`config.mk`:
```
export PLATFORM = sky130hd
export DESIGN_NAME = ext_req_handler
export DESIGN_NICKNAME = d
export VERILOG_FILES = /design/src/rtl/ext_req_pkg.sv /design/src/rtl/ext_req_decode.sv /design/src/rtl/ext_req_store.sv /design/src/rtl/ext_req_handler.sv
export SDC_FILE = /design/constraint.sdc
export NUM_CORES = 1
export LEC_CHECK = 0
export BUFFER_PORTS_ARGS = -buffer_cell sky130_fd_sc_hd__buf_2
export CORE_ASPECT_RATIO = 0.8
export CORE_MARGIN = 2
export CORE_UTILIZATION = 47
export CTS_CLUSTER_DIAMETER = 80
export DETAILED_ROUTE_END_ITERATION = 12
export PLACE_DENSITY = 0.68
export REMOVE_ABC_BUFFERS = 1
export SLEW_MARGIN = 5
export SYNTH_ARGS = -nofsm -noshare
export SYNTH_HDL_FRONTEND = slang
export SYNTH_HIERARCHICAL = 1
export SYNTH_SLANG_ARGS = --single-unit
```
`constraint.sdc`:
```
create_clock -name clk -period 11.97 [get_ports clk]
set_clock_uncertainty 0.15 [all_clocks]
set_input_delay 1.197 -clock clk [delete_from_list [all_inputs] [get_ports clk]]
set_output_delay 1.197 -clock clk [all_outputs]
set_load 0.02 [all_outputs]
```
`src/rtl/ext_req_pkg.sv`:
```
// Package: shared command and line-state encodings for the external
// request handler. Assumes the 3-bit type code and 2-bit state code
// are fixed by the bus agent.
package ext_req_pkg;
    typedef enum logic [2:0] {
        OP_READ   = 3'b000,
        OP_WRITE  = 3'b001,
        OP_INVAL  = 3'b010,
        OP_UPDATE = 3'b011,
        OP_SNOOP  = 3'b100,
        OP_INTERV = 3'b101,
        OP_NULL   = 3'b110,
        OP_RSVD   = 3'b111
    } op_e;

    typedef enum logic [1:0] {
        LS_INVALID = 2'b00,
        LS_CLEAN   = 2'b01,
        LS_SHARED  = 2'b10,
        LS_DIRTY   = 2'b11
    } lstate_e;

    typedef enum logic {
        FSM_IDLE   = 1'b0,
        FSM_LOOKUP = 1'b1
    } fsm_e;
endpackage

```
`src/rtl/ext_req_decode.sv`:
```
// Module: combinational command decoder. It classifies the type code,
// splits the address into register or line space, and flags commands that
// must report a bus error. Assumes the address MSB selects line space.
module ext_req_decode
    import ext_req_pkg::*;
#(
    parameter int ADDR_W = 8,
    parameter int IDX_W  = 3
) (
    input  logic [2:0]        req_type,
    input  logic [ADDR_W-1:0] req_addr,
    output op_e               dec_op,
    output logic [IDX_W-1:0]  dec_idx,
    output logic              dec_line_space,
    output logic              dec_intr_hit,
    output logic              dec_two_cycle,
    output logic              dec_err
);
    // address fields: space select, register offset test, line index
    always_comb begin
        dec_op         = op_e'(req_type);
        dec_line_space = req_addr[ADDR_W-1];
        dec_intr_hit   = !req_addr[ADDR_W-1] && (req_addr[ADDR_W-2:0] == '0);
        dec_idx        = req_addr[IDX_W-1:0];
    end

    // lookup commands take the two-cycle path
    always_comb begin
        dec_two_cycle = (dec_op == OP_SNOOP) || (dec_op == OP_INTERV);
    end

    // error classification per command type
    always_comb begin
        unique case (dec_op)
            OP_READ:  dec_err = !dec_line_space && !dec_intr_hit;
            OP_WRITE: dec_err = !dec_intr_hit;
            OP_RSVD:  dec_err = 1'b1;
            default:  dec_err = 1'b0;
        endcase
    end
endmodule

```
`src/rtl/ext_req_store.sv`:
```
// Module: resource model holding the interrupt register plus the state
// and data of each line. It has one read port, one line-data write port
// with byte enables, one state write port and one interrupt write port.
// Assumes the caller never writes data and state of different lines
// in conflict within one cycle.
module ext_req_store
    import ext_req_pkg::*;
#(
    parameter int NLINES = 8,
    parameter int DATA_W = 64,
    parameter int INTR_W = 32,
    localparam int IDX_W   = $clog2(NLINES),
    localparam int BE_W    = DATA_W / 8,
    localparam int INTR_BE = INTR_W / 8
) (
    input  logic              clk,
    input  logic              rst_n,
    input  logic              intr_we,
    input  logic [INTR_W-1:0] intr_wdata,
    input  logic [INTR_BE-1:0] intr_be,
    input  logic              line_we,
    input  logic [IDX_W-1:0]  line_widx,
    input  logic [DATA_W-1:0] line_wdata,
    input  logic [BE_W-1:0]   line_be,
    input  logic              st_we,
    input  logic [IDX_W-1:0]  st_widx,
    input  lstate_e           st_wval,
    input  logic [IDX_W-1:0]  rd_idx,
    output lstate_e           rd_state,
    output logic [DATA_W-1:0] rd_data,
    output logic [INTR_W-1:0] intr_q
);
    lstate_e           state_q [NLINES];
    logic [DATA_W-1:0] data_q  [NLINES];

    // interrupt register, byte-merged write
    always_ff @(posedge clk) begin
        if (!rst_n) begin
            intr_q <= '0;
        end else if (intr_we) begin
            for (int b = 0; b < INTR_BE; b++) begin
                if (intr_be[b]) intr_q[b*8 +: 8] <= intr_wdata[b*8 +: 8];
            end
        end
    end

    for (genvar g = 0; g < NLINES; g++) begin : g_line
        // per-line state register
        always_ff @(posedge clk) begin
            if (!rst_n) begin
                state_q[g] <= LS_INVALID;
            end else if (st_we && (st_widx == IDX_W'(g))) begin
                state_q[g] <= st_wval;
            end
        end

        // per-line data register with byte enables
        always_ff @(posedge clk) begin
            if (!rst_n) begin
                data_q[g] <= '0;
            end else if (line_we && (line_widx == IDX_W'(g))) begin
                for (int b = 0; b < BE_W; b++) begin
                    if (line_be[b]) data_q[g][b*8 +: 8] <= line_wdata[b*8 +: 8];
                end
            end
        end
    end

    // asynchronous read port
    always_comb begin
        rd_state = state_q[rd_idx];
        rd_data  = data_q[rd_idx];
    end

    AST_INTR_HOLD: assert property (@(posedge clk) disable iff (!rst_n)
        !intr_we |=> $stable(intr_q));
endmodule

```
`src/rtl/ext_req_handler.sv`:
```
// Module: top of the external request handler. It accepts one command at
// a time, runs one-cycle commands straight away and sends snoop and
// intervention through a lookup cycle, then drives a registered response
// that is zero except in the completion cycle. Assumes the agent holds
// the command fields stable while req_valid is high.
module ext_req_handler
    import ext_req_pkg::*;
#(
    parameter int ADDR_W = 8,
    parameter int DATA_W = 64,
    parameter int INTR_W = 32,
    parameter int NLINES = 8,
    localparam int IDX_W   = $clog2(NLINES),
    localparam int BE_W    = DATA_W / 8,
    localparam int INTR_BE = INTR_W / 8
) (
    input  logic              clk,
    input  logic              rst_n,
    input  logic              req_valid,
    input  logic [2:0]        req_type,
    input  logic [ADDR_W-1:0] req_addr,
    input  logic [DATA_W-1:0] req_wdata,
    input  logic [BE_W-1:0]   req_be,
    input  logic              req_mod_en,
    input  logic [1:0]        req_new_state,
    output logic              req_ready,
    output logic              rsp_done,
    output logic [DATA_W-1:0] rsp_data,
    output logic [1:0]        rsp_state,
    output logic              rsp_data_ret,
    output logic              rsp_err
);
    op_e              dec_op;
    logic [IDX_W-1:0] dec_idx;
    logic             dec_line_space, dec_intr_hit, dec_two_cycle, dec_err;

    fsm_e             fsm_q;
    op_e              lat_op;
    logic [IDX_W-1:0] lat_idx;
    logic             lat_mod;
    lstate_e          lat_nst;

    logic              accept;
    logic              intr_we, line_we, st_we;
    logic [IDX_W-1:0]  st_widx, rd_idx;
    lstate_e           st_wval, rd_state;
    logic [DATA_W-1:0] rd_data;
    logic [INTR_W-1:0] intr_q;

    ext_req_decode #(.ADDR_W(ADDR_W), .IDX_W(IDX_W)) decode_i (
        .req_type       (req_type),
        .req_addr       (req_addr),
        .dec_op         (dec_op),
        .dec_idx        (dec_idx),
        .dec_line_space (dec_line_space),
        .dec_intr_hit   (dec_intr_hit),
        .dec_two_cycle  (dec_two_cycle),
        .dec_err        (dec_err)
    );

    ext_req_store #(.NLINES(NLINES), .DATA_W(DATA_W), .INTR_W(INTR_W)) store_i (
        .clk        (clk),
        .rst_n      (rst_n),
        .intr_we    (intr_we),
        .intr_wdata (req_wdata[INTR_W-1:0]),
        .intr_be    (req_be[INTR_BE-1:0]),
        .line_we    (line_we),
        .line_widx  (dec_idx),
        .line_wdata (req_wdata),
        .line_be    (req_be),
        .st_we      (st_we),
        .st_widx    (st_widx),
        .st_wval    (st_wval),
        .rd_idx     (rd_idx),
        .rd_state   (rd_state),
        .rd_data    (rd_data),
        .intr_q     (intr_q)
    );

    // acceptance handshake: only while idle
    always_comb begin
        req_ready = (fsm_q == FSM_IDLE);
        accept    = req_valid && req_ready;
    end

    // store port steering for accepted commands and the lookup cycle
    always_comb begin
        rd_idx  = (fsm_q == FSM_LOOKUP) ? lat_idx : dec_idx;
        intr_we = accept && (dec_op == OP_WRITE) && !dec_err;
        line_we = accept && (dec_op == OP_UPDATE);
        st_we   = 1'b0;
        st_widx = dec_idx;
        st_wval = LS_INVALID;
        if (fsm_q == FSM_LOOKUP) begin
            st_widx = lat_idx;
            st_wval = lat_nst;
            st_we   = lat_mod && (rd_state != LS_INVALID);
        end else if (accept && (dec_op == OP_INVAL)) begin
            st_we   = 1'b1;
        end else if (accept && (dec_op == OP_UPDATE) && (rd_state == LS_INVALID)) begin
            st_we   = 1'b1;
            st_wval = LS_CLEAN;
        end
    end

    // two-state sequencer for lookup commands
    always_ff @(posedge clk) begin
        if (!rst_n) begin
            fsm_q <= FSM_IDLE;
        end else if (fsm_q == FSM_LOOKUP) begin
            fsm_q <= FSM_IDLE;
        end else if (accept && dec_two_cycle) begin
            fsm_q <= FSM_LOOKUP;
        end
    end

    // capture of the lookup command fields
    always_ff @(posedge clk) begin
        if (!rst_n) begin
            lat_op  <= OP_NULL;
            lat_idx <= '0;
            lat_mod <= 1'b0;
            lat_nst <= LS_INVALID;
        end else if (accept) begin
            lat_op  <= dec_op;
            lat_idx <= dec_idx;
            lat_mod <= req_mod_en;
            lat_nst <= lstate_e'(req_new_state);
        end
    end

    // registered response, zero outside the completion cycle
    always_ff @(posedge clk) begin
        if (!rst_n) begin
            rsp_done     <= 1'b0;
            rsp_data     <= '0;
            rsp_state    <= 2'b00;
            rsp_data_ret <= 1'b0;
            rsp_err      <= 1'b0;
        end else begin
            rsp_done     <= 1'b0;
            rsp_data     <= '0;
            rsp_state    <= 2'b00;
            rsp_data_ret <= 1'b0;
            rsp_err      <= 1'b0;
            if (fsm_q == FSM_LOOKUP) begin
                rsp_done  <= 1'b1;
                rsp_state <= rd_state;
                if ((lat_op == OP_INTERV) && (rd_state == LS_DIRTY)) begin
                    rsp_data_ret <= 1'b1;
                    rsp_data     <= rd_data;
                end
            end else if (accept && !dec_two_cycle) begin
                rsp_done <= 1'b1;
                rsp_err  <= dec_err;
                if ((dec_op == OP_READ) && !dec_err) begin
                    rsp_data <= dec_line_space ? rd_data
                                               : {{(DATA_W-INTR_W){1'b0}}, intr_q};
                end
            end
        end
    end

    AST_LOOKUP_HOLD: assert property (@(posedge clk) disable iff (!rst_n)
        (accept && dec_two_cycle) |=> (!req_ready && !rsp_done));
    AST_LOOKUP_REPORT: assert property (@(posedge clk) disable iff (!rst_n)
        (fsm_q == FSM_LOOKUP) |=> (rsp_done && req_ready));
    AST_QUICK_DONE: assert property (@(posedge clk) disable iff (!rst_n)
        (accept && !dec_two_cycle) |=> rsp_done);
    AST_RET_DIRTY: assert property (@(posedge clk) disable iff (!rst_n)
        rsp_data_ret |-> (rsp_state == 2'b11));
    AST_RSVD_ERR: assert property (@(posedge clk) disable iff (!rst_n)
        (accept && (req_type == 3'b111)) |=> rsp_err);
    AST_QUIET_IDLE: assert property (@(posedge clk) disable iff (!rst_n)
        !rsp_done |-> (rsp_data == '0 && rsp_state == 2'b00 && !rsp_data_ret && !rsp_err));
endmodule

```
==> flow_metrics.tcl <==
set metrics [dict create \
    die_h_um 224.2 \
    setup-tns-final_ns 0 \
    area.sequential_mm2 0.01808 \
    tritoncts "done" \
    rows 80 \
    fin_nets 2154 \
    clk-insertion-delay-late_ns 0.64 \
    via_per_inst 6.104 \
    fin_total_pwr_uw 4669 \
    nFillCells 4864 \
    wirelength_um 71450 \
    worst_pin_slew_ns 1.278 \
    syn_inst 2001 \
    dieArea_mm2 0.06259 \
    min_period_ns 4.963 \
    worstPathRequired_ns 12.32 \
    ant_nets 0 \
    antenna_cells 0 \
    grt_antenna_before_repair 3 \
    grt_remaining_overflow 0 \
    drive_above_1_share_pct 26.45 \
    cellLeakagePower_uw 0.01093 \
    io-pin-count 159 \
    syn_area_mm2 0.02848 \
    cts_max_level 2 \
    critPathCaptureType "register" \
    worst_ir_drop_vdd_uv 113.5 \
    dr.pass1.iters 5 \
    min-delay-start "lat_mod" \
    post-place-ws_ns 6.264 \
    status "finished clean" \
    cts_resized 0 \
    startpoint_type "primary input" \
    yosys_warnings 6 \
    design_area_mm2 0.03157 \
    cts_setup_buffers 0 \
    cts.root.buffer_cell "clkbuf_16" \
    area_growth_pct 10.87 \
    fin_util_pct 52.84 \
    grt_max_degree 99 \
    path_max_fanout 68 \
    first_global_vias 17938 \
    cap_violations 0 \
    powerDensity_mw_per_mm2 147.9 \
    avgSynthCellArea_um2 14.23 \
    numCtsBuffers 60 \
    fmax_mhz 201.5 \
    fin_ws_ns 7.007 \
    relSlewSlack_pct 14.61 \
    finalCritPeriodShare_pct 41.46 \
    arrival_ns 5.31 \
    drt_iter0_markers 1928 \
    num_vias 17676 \
    r2r-end "rsp_data[19]" \
    hold_path.class "reg2reg" \
    reg2reg_slack_ns 7.43 \
    dpl.hpwl_um 40390 \
    multi_input_area_mm2 0.009238 \
    cts_hold_buf 0 \
    hold_end "lat_mod" \
    placed_area_mm2 0.02968 \
    hold_viol_final 0 \
    rsz0062_at_grt "false" \
    die_w_um 279.2 \
    drcViolationCount 0 \
    cts_sinks 639 \
    initial_core_util_pct 47.66 \
    core_mm2 0.05976 \
    min_path_cells 2 \
    drv_slew 0 \
    regToRegStartpoint "fsm_q" \
    critPathKind "in2reg" \
    grt_pass1_wl_um 108900 \
    place_congestion 0.8083 \
    gr-usage-all-layers_pct 23.00 \
    routedWlPerCell_um 24.67 \
    r2r_cells 7 \
    clk_pin_slew_ns 0.06 \
    io_buffers 158 \
    setup_viol 0 \
    cts.path.max_buffers 3 \
]
## placed cells by master, fill, tap and decap left out, types with 3 or more instances in the layout
| cell type | n |
|---|---|
| edfxtp_1 | 528 |
| nor3_1 | 514 |
| buf_2 | 157 |
| mux4_2 | 132 |
| dfxtp_1 | 111 |
| clkinv_1 | 67 |
| mux2_2 | 66 |
| clkbuf_16 | 61 |
| o21ai_1 | 46 |
| buf_4 | 43 |
| a21boi_0 | 39 |
| and3_1 | 35 |
| mux2i_1 | 32 |
| o21a_1 | 32 |
| nand2_1 | 30 |
| o2bb2ai_2 | 30 |
| a21boi_2 | 30 |
| o21ai_0 | 29 |
| clkbuf_1 | 23 |
| nor2_1 | 17 |
| clkinv_2 | 12 |
| clkbuf_8 | 11 |
| inv_1 | 10 |
| nand2b_1 | 10 |
| nand4b_1 | 6 |
| nand3_1 | 5 |
| nand3b_1 | 4 |
| nor2b_1 | 3 |
| nand4bb_1 | 3 |
## registers in the layout, summed over array words and instances (netlist names)
signal,flops
lat_mod,1
lat_nst,2
store_i/intr_q,32
rsp_done,1
rsp_data_ret,1
lat_op,3
fsm_q,1
lat_idx,3
rsp_state,2
rsp_err,1
store_i/data_q,512
rsp_data,64
store_i/state_q,16
## metrics by stage
stage | cells | hold WS, ns
6_report | 2896 | 0.3393
5_1_grt | 2896 | 0.3618
4_1_cts | 2896 | 0.3385
3_5_place_dp | 2782 | 0.3319
3_3_place_gp | 2782 | 0.3057
2_1_floorplan | 1803 | 0.2888
## final cells by class
cell class / count / share of cell area (%)
Sequential cell: 639 / 57.25
Multi-Input combinational cell: 1089 / 29.26
Clock buffer: 95 / 5.587
Timing Repair Buffer: 200 / 3.511
Tap cell: 779 / 3.087
Inverter: 75 / 0.8995
Clock inverter: 19 / 0.4042
## how the worst max path moves through the flow
stage                startpoint                    end  slack, ns  depth (start not counted)
CTS                 req_addr[0]           rsp_data[19]       6.91                          8
global route        req_addr[0]           rsp_data[19]       6.64                          8
finish              req_addr[0]           rsp_data[19]       7.01                          8
detailed placement  req_addr[0]           rsp_data[19]       6.26                          8
floorplan           req_addr[0]  store_i/state_q[0][0]       5.20                          8
global placement    req_addr[0]           rsp_data[16]       6.34                          8
## routing by layer
layer	vias up	wire length [um]	part of all wire, %	GRT usage (%)
li1	7877	-	-	-
met2	801	33480	47	36.39
met3	115	6891	9.6	5.204
met5	-	26	0.036	0
met4	4	1623	2.3	6.660
met1	8879	29430	41	32.05
## critical path: stages
cell	delay (ns)
buf_2	0.50
mux2_8	0.81
buf_4	0.84
buf_4	0.69
mux4_2	0.58
mux2_2	0.30
mux2i_1	0.21
o2bb2ai_2	0.09
## power breakdown
part	internal [uW]	switching, uW	total [uW]
Combinational	122	222	344
Sequential	2450	15.6	2470
Clock	1030	828	1860
Note: power is estimated with default switching activity, not from simulation.
